[src/rtl/dca_pkg.sv]
package dca_pkg;

  typedef enum logic {
    CHAIN_C = 1'b0,
    CHAIN_O = 1'b1
  } chain_e;

endpackage

[src/rtl/dca_carry_sel.sv]
module dca_carry_sel
  import dca_pkg::*;
#(
  parameter int FLAG_W = 16,
  parameter int C_BIT  = 0,
  parameter int O_BIT  = 11
) (
  input  logic [FLAG_W-1:0] flags,
  input  chain_e            chain,
  output logic              carry_in,
  output logic [FLAG_W-1:0] wr_mask
);

  always_comb begin
    wr_mask = '0;
    if (chain == CHAIN_O) begin
      carry_in       = flags[O_BIT];
      wr_mask[O_BIT] = 1'b1;
    end else begin
      carry_in       = flags[C_BIT];
      wr_mask[C_BIT] = 1'b1;
    end
  end

endmodule

[src/rtl/dca_add_core.sv]
module dca_add_core #(
  parameter int DATA_W = 64
) (
  input  logic [DATA_W-1:0] a,
  input  logic [DATA_W-1:0] b,
  input  logic              cin,
  input  logic              wide,
  output logic [DATA_W-1:0] sum,
  output logic              cout
);

  localparam int HALF_W = DATA_W / 2;

  logic [DATA_W:0] full_s;
  logic [HALF_W:0] half_s;

  always_comb begin
    full_s = {1'b0, a} + {1'b0, b} + {{DATA_W{1'b0}}, cin};
    half_s = {1'b0, a[HALF_W-1:0]} + {1'b0, b[HALF_W-1:0]} + {{HALF_W{1'b0}}, cin};
    if (wide) begin
      sum  = full_s[DATA_W-1:0];
      cout = full_s[DATA_W];
    end else begin
      sum  = {{(DATA_W-HALF_W){1'b0}}, half_s[HALF_W-1:0]};
      cout = half_s[HALF_W];
    end
  end

endmodule

[src/rtl/dca_flag_reg.sv]
module dca_flag_reg #(
  parameter int FLAG_W = 16
) (
  input  logic              clk,
  input  logic              rst_n,
  input  logic              ld,
  input  logic [FLAG_W-1:0] ld_data,
  input  logic              upd_en,
  input  logic [FLAG_W-1:0] upd_mask,
  input  logic              upd_bit,
  output logic [FLAG_W-1:0] flags_q
);

  logic [FLAG_W-1:0] flags_d;
  logic              flags_en;

  always_comb begin
    flags_en = ld | upd_en;
    if (ld) begin
      flags_d = ld_data;
    end else begin
      flags_d = (flags_q & ~upd_mask) | (upd_mask & {FLAG_W{upd_bit}});
    end
  end

  always_ff @(posedge clk or negedge rst_n) begin
    if (!rst_n) begin
      flags_q <= '0;
    end else if (flags_en) begin
      flags_q <= flags_d;
    end
  end

  AST_FLAGS_LOAD: assert property (@(posedge clk) disable iff (!rst_n)
    ld |=> flags_q == $past(ld_data));

  AST_FLAGS_IDLE: assert property (@(posedge clk) disable iff (!rst_n)
    !ld && !upd_en |=> $stable(flags_q));

  AST_FLAGS_OTHERS: assert property (@(posedge clk) disable iff (!rst_n)
    !ld && upd_en |=> (flags_q & ~$past(upd_mask)) == ($past(flags_q) & ~$past(upd_mask)));

endmodule

[src/rtl/dual_chain_adder.sv]
module dual_chain_adder
  import dca_pkg::*;
#(
  parameter int DATA_W = 64,
  parameter int FLAG_W = 16,
  parameter int C_BIT  = 0,
  parameter int O_BIT  = 11
) (
  input  logic              clk,
  input  logic              rst_n,
  input  logic              op_valid,
  input  logic              op_chain,
  input  logic              op_wide,
  input  logic [DATA_W-1:0] opa,
  input  logic [DATA_W-1:0] opb,
  input  logic              flag_ld,
  input  logic [FLAG_W-1:0] flag_ld_data,
  output logic [DATA_W-1:0] sum_q,
  output logic [FLAG_W-1:0] flags_q
);

  localparam int HALF_W = DATA_W / 2;

  chain_e            chain;
  logic              carry_in;
  logic [FLAG_W-1:0] wr_mask;
  logic [DATA_W-1:0] sum_d;
  logic              carry_out;

  assign chain = chain_e'(op_chain);

  dca_carry_sel #(
    .FLAG_W (FLAG_W),
    .C_BIT  (C_BIT),
    .O_BIT  (O_BIT)
  ) u_sel (
    .flags    (flags_q),
    .chain    (chain),
    .carry_in (carry_in),
    .wr_mask  (wr_mask)
  );

  dca_add_core #(
    .DATA_W (DATA_W)
  ) u_add (
    .a    (opa),
    .b    (opb),
    .cin  (carry_in),
    .wide (op_wide),
    .sum  (sum_d),
    .cout (carry_out)
  );

  dca_flag_reg #(
    .FLAG_W (FLAG_W)
  ) u_flags (
    .clk      (clk),
    .rst_n    (rst_n),
    .ld       (flag_ld),
    .ld_data  (flag_ld_data),
    .upd_en   (op_valid),
    .upd_mask (wr_mask),
    .upd_bit  (carry_out),
    .flags_q  (flags_q)
  );

  always_ff @(posedge clk or negedge rst_n) begin
    if (!rst_n) begin
      sum_q <= '0;
    end else if (op_valid) begin
      sum_q <= sum_d;
    end
  end

  AST_NARROW_UPPER: assert property (@(posedge clk) disable iff (!rst_n)
    op_valid && !op_wide |=> sum_q[DATA_W-1:HALF_W] == '0);

  AST_C_KEEPS_O: assert property (@(posedge clk) disable iff (!rst_n)
    op_valid && !flag_ld && !op_chain |=> flags_q[O_BIT] == $past(flags_q[O_BIT]));

  AST_O_KEEPS_C: assert property (@(posedge clk) disable iff (!rst_n)
    op_valid && !flag_ld && op_chain |=> flags_q[C_BIT] == $past(flags_q[C_BIT]));

  AST_SUM_IDLE: assert property (@(posedge clk) disable iff (!rst_n)
    !op_valid |=> $stable(sum_q));

endmodule

[config.mk]
export PLATFORM = sky130hd
export DESIGN_NAME = dual_chain_adder
export DESIGN_NICKNAME = d
export VERILOG_FILES = /design/src/rtl/dca_pkg.sv /design/src/rtl/dca_carry_sel.sv /design/src/rtl/dca_add_core.sv /design/src/rtl/dca_flag_reg.sv /design/src/rtl/dual_chain_adder.sv
export SDC_FILE = /design/constraint.sdc
export NUM_CORES = 1
export LEC_CHECK = 0
export BUFFER_PORTS_ARGS = -buffer_cell sky130_fd_sc_hd__clkbuf_2
export CAP_MARGIN = 20
export CORE_ASPECT_RATIO = 1.5
export CORE_MARGIN = 2
export CORE_UTILIZATION = 50
export DETAILED_ROUTE_END_ITERATION = 16
export HOLD_SLACK_MARGIN = 0.06
export PLACE_DENSITY_LB_ADDON = 0.08
export SLEW_MARGIN = 30
export SYNTH_ARGS = -nofsm -noshare
export SYNTH_HDL_FRONTEND = slang
export SYNTH_SLANG_ARGS = --single-unit
[constraint.sdc]
create_clock -name clk -period 4.4 [get_ports clk]
set_input_delay 0 -clock clk [delete_from_list [all_inputs] [get_ports clk]]
set_output_delay 0 -clock clk [all_outputs]
set_load 0.1 [all_outputs]
==> tab_implementation.tex, run 1 <==
\begin{tabular}{lr}
\hline
Metric & Value \\
\hline
\multicolumn{2}{l}{\textbf{Setup path}} \\
\quad Critical Path RT & 4.62 ns \\
\quad Worst setup path class & primary input to flip-flop \\
\quad Delay of the slowest cell on the worst path & 0.58 ns \\
\quad Cells along the critical path & dlygate4sd3\_1, clkbuf\_2, mux2\_2, fa\_1, inv\_1, fa\_1, nor2b\_1, o31a\_1, nor4\_1, o22ai\_1, o21ai\_0, nor2\_1, nor2\_1, a21oi\_1, a2111oi\_1, a21oi\_1, dlygate4sd3\_1 \\
\quad Top fanout value on the critical path & 5 \\
\quad Crit-path leading delay family & compound AO/OA/AOI/OAI gates \\
\quad CP Data Arrival Time & 4.24 ns \\
\quad Buffers \& Inverters on Critical Path & 4 \\
\quad Critical path startpoint category & primary input \\
\quad Element type at the critical path end & flip-flop \\
\quad Cell with the largest stage delay on the worst path & sky130\_fd\_sc\_hd\_\_dlygate4sd3\_1 \\
\multicolumn{2}{l}{\textbf{Place}} \\
\quad Number of input and output port buffers inserted & 229 \\
\quad Final weighted congestion in routability-driven placement & 0.9191 \\
\quad HPWL after DPL & 16.35 mm \\
\quad Placed instance area & 7995 µm² \\
\multicolumn{2}{l}{\textbf{Detailed routing}} \\
\quad Total wirelength of the detailed-routed design & 20.58 mm \\
\quad Drt first pass iters & 5 \\
\quad Remaining antenna violation count after routing & 0 \\
\quad Number of design rule violations left after detail routing & 0 \\
\quad DR vias & 6655 \\
\quad Post-detailed-route via-to-cell ratio & 5.782 \\
\quad Wirelength per Cell & 17.88 µm \\
\quad Iter 0 DRT Violations & 241 \\
\multicolumn{2}{l}{\textbf{Finish}} \\
\quad Final antenna diode count & 0 \\
\quad Final core area utilization & 63.05\% \\
\quad Multi-input combinational cell area & 4546 µm² \\
\quad Leading cell type in the layout, fill and taps excluded & sky130\_fd\_sc\_hd\_\_clkbuf\_2 \\
\quad Fill cell total of the finished layout & 1236 \\
\quad Signed area change from the synthesized netlist to the final layout & 23.96\% \\
\quad Net total in the final layout & 1199 \\
\quad Most frequent cells in the layout & sky130\_fd\_sc\_hd\_\_clkbuf\_2, sky130\_fd\_sc\_hd\_\_a21oi\_1, sky130\_fd\_sc\_hd\_\_dfrtp\_1, sky130\_fd\_sc\_hd\_\_ha\_1, sky130\_fd\_sc\_hd\_\_nand2\_1 \\
\quad Cell area after layout & 8492 µm² \\
\quad Flip-flop and latch area & 2002 µm² \\
\quad Fraction of layout instances using a drive strength above 1 & 30.94\% \\
\multicolumn{2}{l}{\textbf{Clocking}} \\
\quad Clk Tree Root Cell & sky130\_fd\_sc\_hd\_\_clkbuf\_16 \\
\quad Clk sinks & 80 \\
\quad TritonCTS clock tree & built \\
\quad Clock buffer count from CTS & 9 \\
\quad H-Tree Depth & 3 \\
\quad Clk pin slew, worst setup/hold paths & 0.07 ns \\
\quad Worst skew pair latency & 0.34 ns \\
\quad Worst-case clock buffer depth & 2 \\
\multicolumn{2}{l}{\textbf{Yosys}} \\
\quad Library cells used by synthesis & 73 \\
\quad Synth Cell Area & 6850 µm² \\
\quad Number of synthesis warnings & 0 \\
\quad Number of synthesized flops with an enable pin & 0 \\
\quad Main synth FF type & sky130\_fd\_sc\_hd\_\_dfrtp\_1 \\
\quad FFs w/ async S/R, synth & 100.0\% \\
\quad Proportion of synthesized chip area in sequential cells & 29.22\% \\
\quad Mapped Cells & 760 \\
\quad Net count after synthesis & 975 \\
\quad Syn Area/Cell & 9.014 µm² \\
\quad Flops \& latches, synth & 80 \\
\multicolumn{2}{l}{\textbf{Die}} \\
\quad Number of cell rows & 52 \\
\quad Core outline area & 13470 µm² \\
\quad Die Outline Area & 14670 µm² \\
\quad I/O pin cnt & 230 \\
\quad Horizontal die dimension & 99.57 µm \\
\quad Initial Utilization & 50.86\% \\
\quad Die Height & 147.4 µm \\
\multicolumn{2}{l}{\textbf{Run status}} \\
\quad Status & finished, final reports clean \\
\multicolumn{2}{l}{\textbf{STA}} \\
\quad Final setup violation count & 0 \\
\quad Period minus WS final & 4.022 ns \\
\quad Final worst path period share & 91.40\% \\
\quad Achievable frequency & 248.7 MHz \\
\quad Final hold violation count & 0 \\
\quad Max transition margin & 43.86\% \\
\quad Transition time at the pin with the least slew margin & 0.8421 ns \\
\quad Final worst clock skew & 0.008815 ns \\
\quad RSZ-0062 raised after global routing & no \\
\quad Final count of pins violating max slew & 0 \\
\quad Final-layout setup total negative slack & 0 ns \\
\multicolumn{2}{l}{\textbf{Pwr}} \\
\quad Int Pwr & 0.001836 W \\
\quad Switching power summed over all nets & 0.001955 W \\
\quad Clock network power share & 21.3\% \\
\quad Cell area power density & 446.4 nW/µm² \\
\quad Sequential fraction of design power & 25.0\% \\
\quad Leakage Power & 4.213 nW \\
\quad Combinational share of power & 53.7\% \\
\quad Sw Share & 51.58\% \\
\quad VDD IR max & 0.2865 mV \\
\multicolumn{2}{l}{\textbf{Worst hold path}} \\
\quad Path type of the worst min-delay path & primary input to async pin \\
\multicolumn{2}{l}{\textbf{Global routing}} \\
\quad First-pass GRT wire length & 32.60 mm \\
\quad Initial antenna violation count & 0 \\
\quad Aggregate global routing overflow & 0 \\
\quad Largest net degree at the start of global routing & 63 \\
\quad Global Route Usage Sum & 27.74\% \\
\quad Vias in the first global route & 6744 \\
\multicolumn{2}{l}{\textbf{Run}} \\
\quad \# Max-Cap Violations & 0 \\
\hline
\end{tabular}
metrics by stage:
step	total power, W	hold WS, ns	instances	setup WS, ns
final	0.003791	0.06173	1151	0.3784
after global routing	0.003959	0.08033	1151	0.01477
after CTS	0.003809	0.06814	1151	0.3105
after detailed placement	0.002975	-0.1119	1117	0.8764
after global placement	0.002969	-0.1114	1117	0.9261
after floorplan	0.002580	-0.2956	760	0.6329
power by group through the flow:
stage          logic [W]  clock network [W]  registers (W)
5_1_grt          0.00214           0.000852       0.000965
3_3_place_gp     0.00201                  0       0.000960
4_1_cts          0.00204           0.000825       0.000948
6_report         0.00204           0.000808       0.000947
3_5_place_dp     0.00201                  0       0.000960
2_1_floorplan   0.000645                  0        0.00193
path summary, 6_finish.rpt:
path / start / endpoint / slack (ns) / cells after the start
min in group clk: opb[0] / sum_q[0]$_DFFE_PN0P_ / 0.09 / 3
worst max-delay path: op_chain / flip-flop / 0.38 / 17
worst max register to register: flip-flop / flip-flop / 0.41 / 15
worst min-delay path: rst_n / sum_q[43]$_DFFE_PN0P_ / 0.06 / 2
max in group asynchronous: rst_n / sum_q[57]$_DFFE_PN0P_ / 3.22 / 3
worst min register to register: sum_q[4]$_DFFE_PN0P_ / sum_q[4]$_DFFE_PN0P_ / 0.48 / 1
cell usage after synthesis, drive strengths merged, types with 8 or more instances:
library cell | instances | area (µm²)
buf | 13 | 118.9
xnor2 | 29 | 254.0
ha | 63 | 788.3
xor2 | 29 | 254.0
o21ai | 47 | 235.2
inv | 19 | 71.32
mux2 | 41 | 461.7
nand4 | 17 | 106.4
a21oi | 82 | 421.7
nor3 | 8 | 45.04
a22o | 25 | 219.0
and2 | 8 | 51.31
o21bai | 14 | 105.1
a21o | 37 | 282.8
dfrtp | 80 | 2002
nand3 | 21 | 110.1
nor2 | 47 | 176.4
o21a | 11 | 82.58
nand2 | 59 | 221.5
clkbuf | 24 | 111.4
per-layer routing:
metal  GRT usage (%)  share of wire [%]  wire (µm)
met1           30.37                 38       7801
met2           52.64                 55      11240
met3           4.424                4.6        949
met4           10.27                2.9        590
met5               0                  0          0
area by class of cell:
cell class,count,share of cell area [%]
clock inverter,5,0.7367
tap,162,2.387
sequential,80,23.57
timing repair buffer,250,15.91
clock buffer,11,2.976
multi-input combinational,623,53.53
inverter,20,0.8840
cells by family (layout without fill, tap and decap cells):
kind of cell | after synthesis | after routing | share of synthesized area [%]
DFF | 80 | 80 | 29.22
adders and majority gates | 65 | 65 | 12.09
and+or+nand+nor | 187 | 187 | 12.99
muxes | 42 | 42 | 6.886
AOI/OAI and AO/OA | 271 | 271 | 26.94
xor gates and xnor gates | 58 | 58 | 7.415
buffers and inverters | 57 | 286 | 4.457
flip-flops by register name (all words and copies together) (netlist names), named ones only:
name	flops
sum_q	64
u_flags.flags_q	14
timing repair:
action                                 4_1_cts  5_1_grt
setup endpoints to repair                    0        1
gates resized for setup                      0        1
endpoints found under the hold margin       34        0
setup buffers                                0        0
hold buffers                                18        0
Power figures use the tool's default switching activity.
==> run 2: changes to the inputs <==
--- a/config.mk
+++ b/config.mk
@@ -12,6 +12,7 @@
 export CORE_UTILIZATION = 50
 export DETAILED_ROUTE_END_ITERATION = 16
 export HOLD_SLACK_MARGIN = 0.06
+export MAX_ROUTING_LAYER = met4
 export PLACE_DENSITY_LB_ADDON = 0.08
 export SLEW_MARGIN = 30
 export SYNTH_ARGS = -nofsm -noshare
==> run 2 against run 1 <==
Net effect: largest cell class unchanged; highest routed layer unchanged; core utilization increased by 0.19 points; via count increased by 1.7%; global-route usage increased by 0.66 points; combinational power about the same; worst hold slack improved by 0.014 ns.
==> tab_implementation.tex, run 2 (synthesis results as in run 1) <==
\begin{tabular}{lr}
\hline
Metric & Value \\
\hline
\multicolumn{2}{l}{\textbf{Clocking}} \\
\quad Worst skew pair latency & 0.33 ns \\
\quad TritonCTS clock tree & built \\
\quad Worst-case clock buffer depth & 2 \\
\quad Setup repair bufs after CTS & 0 \\
\quad Clk sinks & 80 \\
\quad H-Tree Depth & 3 \\
\quad Clock buffer count from CTS & 9 \\
\quad Clk pin slew, worst setup/hold paths & 0.06 ns \\
\quad Clk Tree Root Cell & sky130\_fd\_sc\_hd\_\_clkbuf\_16 \\
\multicolumn{2}{l}{\textbf{STA}} \\
\quad Period minus WS final & 4.022 ns \\
\quad Final count of pins violating max slew & 0 \\
\quad Final-layout setup total negative slack & 0 ns \\
\quad Achievable frequency & 248.6 MHz \\
\quad RSZ-0062 raised after global routing & no \\
\quad Transition time at the pin with the least slew margin & 0.8336 ns \\
\quad Final hold violation count & 0 \\
\quad Final worst clock skew & 0.007403 ns \\
\quad Max transition margin & 44.43\% \\
\quad Final worst path period share & 91.40\% \\
\quad Final setup violation count & 0 \\
\multicolumn{2}{l}{\textbf{Finish}} \\
\quad Number of flip-flops under the largest register name & 64 \\
\quad Net total in the final layout & 1199 \\
\quad Signed area change from the synthesized netlist to the final layout & 24.33\% \\
\quad Largest registers & sum\_q x64, u\_flags.flags\_q x14 \\
\quad Register with the most flip-flops & sum\_q \\
\quad Final antenna diode count & 0 \\
\quad Most frequent cells in the layout & sky130\_fd\_sc\_hd\_\_clkbuf\_2, sky130\_fd\_sc\_hd\_\_a21oi\_1, sky130\_fd\_sc\_hd\_\_dfrtp\_1, sky130\_fd\_sc\_hd\_\_ha\_1, sky130\_fd\_sc\_hd\_\_nand2\_1 \\
\quad Leading cell type in the layout, fill and taps excluded & sky130\_fd\_sc\_hd\_\_clkbuf\_2 \\
\quad Fraction of layout instances using a drive strength above 1 & 30.87\% \\
\multicolumn{2}{l}{\textbf{Setup path}} \\
\quad Critical path startpoint category & primary input \\
\quad Delay of the slowest cell on the worst path & 0.57 ns \\
\quad Cells along the critical path & dlygate4sd3\_1, clkbuf\_2, mux2\_2, fa\_1, inv\_1, fa\_1, nor2b\_1, o31a\_1, nor4\_1, o22ai\_1, o21ai\_0, nor2\_1, nor2\_1, a21oi\_1, a2111oi\_2, a21oi\_1, dlygate4sd3\_1 \\
\quad Top fanout value on the critical path & 5 \\
\quad Cell with the largest stage delay on the worst path & sky130\_fd\_sc\_hd\_\_dlygate4sd3\_1 \\
\quad Critical Path RT & 4.61 ns \\
\quad CP Data Arrival Time & 4.24 ns \\
\quad Worst setup path class & primary input to flip-flop \\
\quad R2R depth & 15 \\
\quad Element type at the critical path end & flip-flop \\
\quad Setup slack of the most critical reg-to-reg path & 0.40 ns \\
\multicolumn{2}{l}{\textbf{Detailed routing}} \\
\quad DR vias & 6771 \\
\quad Total wirelength of the detailed-routed design & 20.62 mm \\
\quad Drt first pass iters & 5 \\
\quad Remaining antenna violation count after routing & 0 \\
\quad Post-detailed-route via-to-cell ratio & 5.888 \\
\quad Wirelength per Cell & 17.93 µm \\
\quad Iter 0 DRT Violations & 257 \\
\quad Number of design rule violations left after detail routing & 0 \\
\multicolumn{2}{l}{\textbf{Die}} \\
\quad Core outline area & 13470 µm² \\
\quad I/O pin cnt & 230 \\
\quad Horizontal die dimension & 99.57 µm \\
\quad Die Height & 147.4 µm \\
\quad Number of cell rows & 52 \\
\quad Die Outline Area & 14670 µm² \\
\quad Initial Utilization & 50.86\% \\
\multicolumn{2}{l}{\textbf{Run status}} \\
\quad Status & finished, final reports clean \\
\multicolumn{2}{l}{\textbf{Global routing}} \\
\quad Initial antenna violation count & 0 \\
\quad Aggregate global routing overflow & 0 \\
\quad First-pass GRT wire length & 32.49 mm \\
\quad Largest net degree at the start of global routing & 62 \\
\quad Global Route Usage Sum & 28.39\% \\
\quad Vias in the first global route & 6687 \\
\multicolumn{2}{l}{\textbf{Pwr}} \\
\quad Overall power of the completed layout & 0.003856 W \\
\quad Leakage Power & 4.224 nW \\
\quad Cell area power density & 452.7 nW/µm² \\
\quad VDD IR max & 0.3511 mV \\
\multicolumn{2}{l}{\textbf{Place}} \\
\quad Number of input and output port buffers inserted & 229 \\
\quad Final weighted congestion in routability-driven placement & 0.9395 \\
\quad HPWL after DPL & 16.46 mm \\
\multicolumn{2}{l}{\textbf{Run}} \\
\quad \# Max-Cap Violations & 0 \\
\multicolumn{2}{l}{\textbf{Worst hold path}} \\
\quad Path type of the worst min-delay path & primary input to async pin \\
\hline
\end{tabular}
[run 2: how the worst max path moves through the flow]
stage / from / end / slack (ns) / depth (start not counted)
3_3_place_gp: flip-flop / flip-flop / 0.91 / 14
5_1_grt: flip-flop / flip-flop / 0.1 / 15
4_1_cts: op_chain / flip-flop / 0.20 / 17
2_1_floorplan: flip-flop / sum_q[14]$_DFFE_PN0P_ / 0.63 / 14
6_report: op_chain / flip-flop / 0.38 / 17
3_5_place_dp: flip-flop / flip-flop / 0.76 / 14
[run 2: metrics by stage]
step	util (%)	worst slack [ns]	hold WS, ns	std cells	cell area [µm²]
finish	63.24	0.3783	0.07529	1150	8517
global route	63.24	0.09624	0.09331	1150	8517
CTS	63.19	0.1978	0.07837	1150	8511
detailed placement	59.36	0.7594	-0.1064	1117	7995
global placement	59.36	0.9112	-0.1071	1117	7994
floorplan	-	0.6329	-0.2956	760	6850
[run 2: final cells by class]
class	count	area, µm²
inverter	20	75.07
clock inverter	5	106.4
fill	1258	4951
timing repair buffer	250	1351
clock buffer	10	229.0
sequential	80	2002
tap	162	202.7
multi-input combinational	623	4551
[run 2: power breakdown]
part | total [W] | switching, W | internal, W
Clock | 0.000869 | 0.000315 | 0.000553
Sequential | 0.000949 | 0.0000797 | 0.000869
Combinational | 0.00204 | 0.00155 | 0.000491
Total | 0.00386 | 0.00194 | 0.00191
[run 2: layer usage]
| metal | share of wire [%] | global-route usage (%) | vias up |
|---|---|---|---|
| li1 | - | - | 3266 |
| met1 | 38 | 30.89 | 3189 |
| met2 | 54 | 51.69 | 257 |
| met4 | 3.4 | 11.10 | 0 |
| met5 | 0 | - | - |
| met3 | 4.7 | 3.663 | 59 |
[run 2: what timing repair did]
| action | CTS | global route |
|---|---|---|
| hold endpoints to repair | 35 | 0 |
| endpoints found under the setup margin | 0 | 1 |
| hold buffers | 18 | 0 |
| resized for setup | 0 | 2 |
[run 2: critical path, delay by kind of cell]
family          cells  cell delay, ns
buf+inv             4            1.33
mux                 1            0.36
fa+ha+maj           2            0.59
compound gates      6            1.42
simple gates        4            0.54
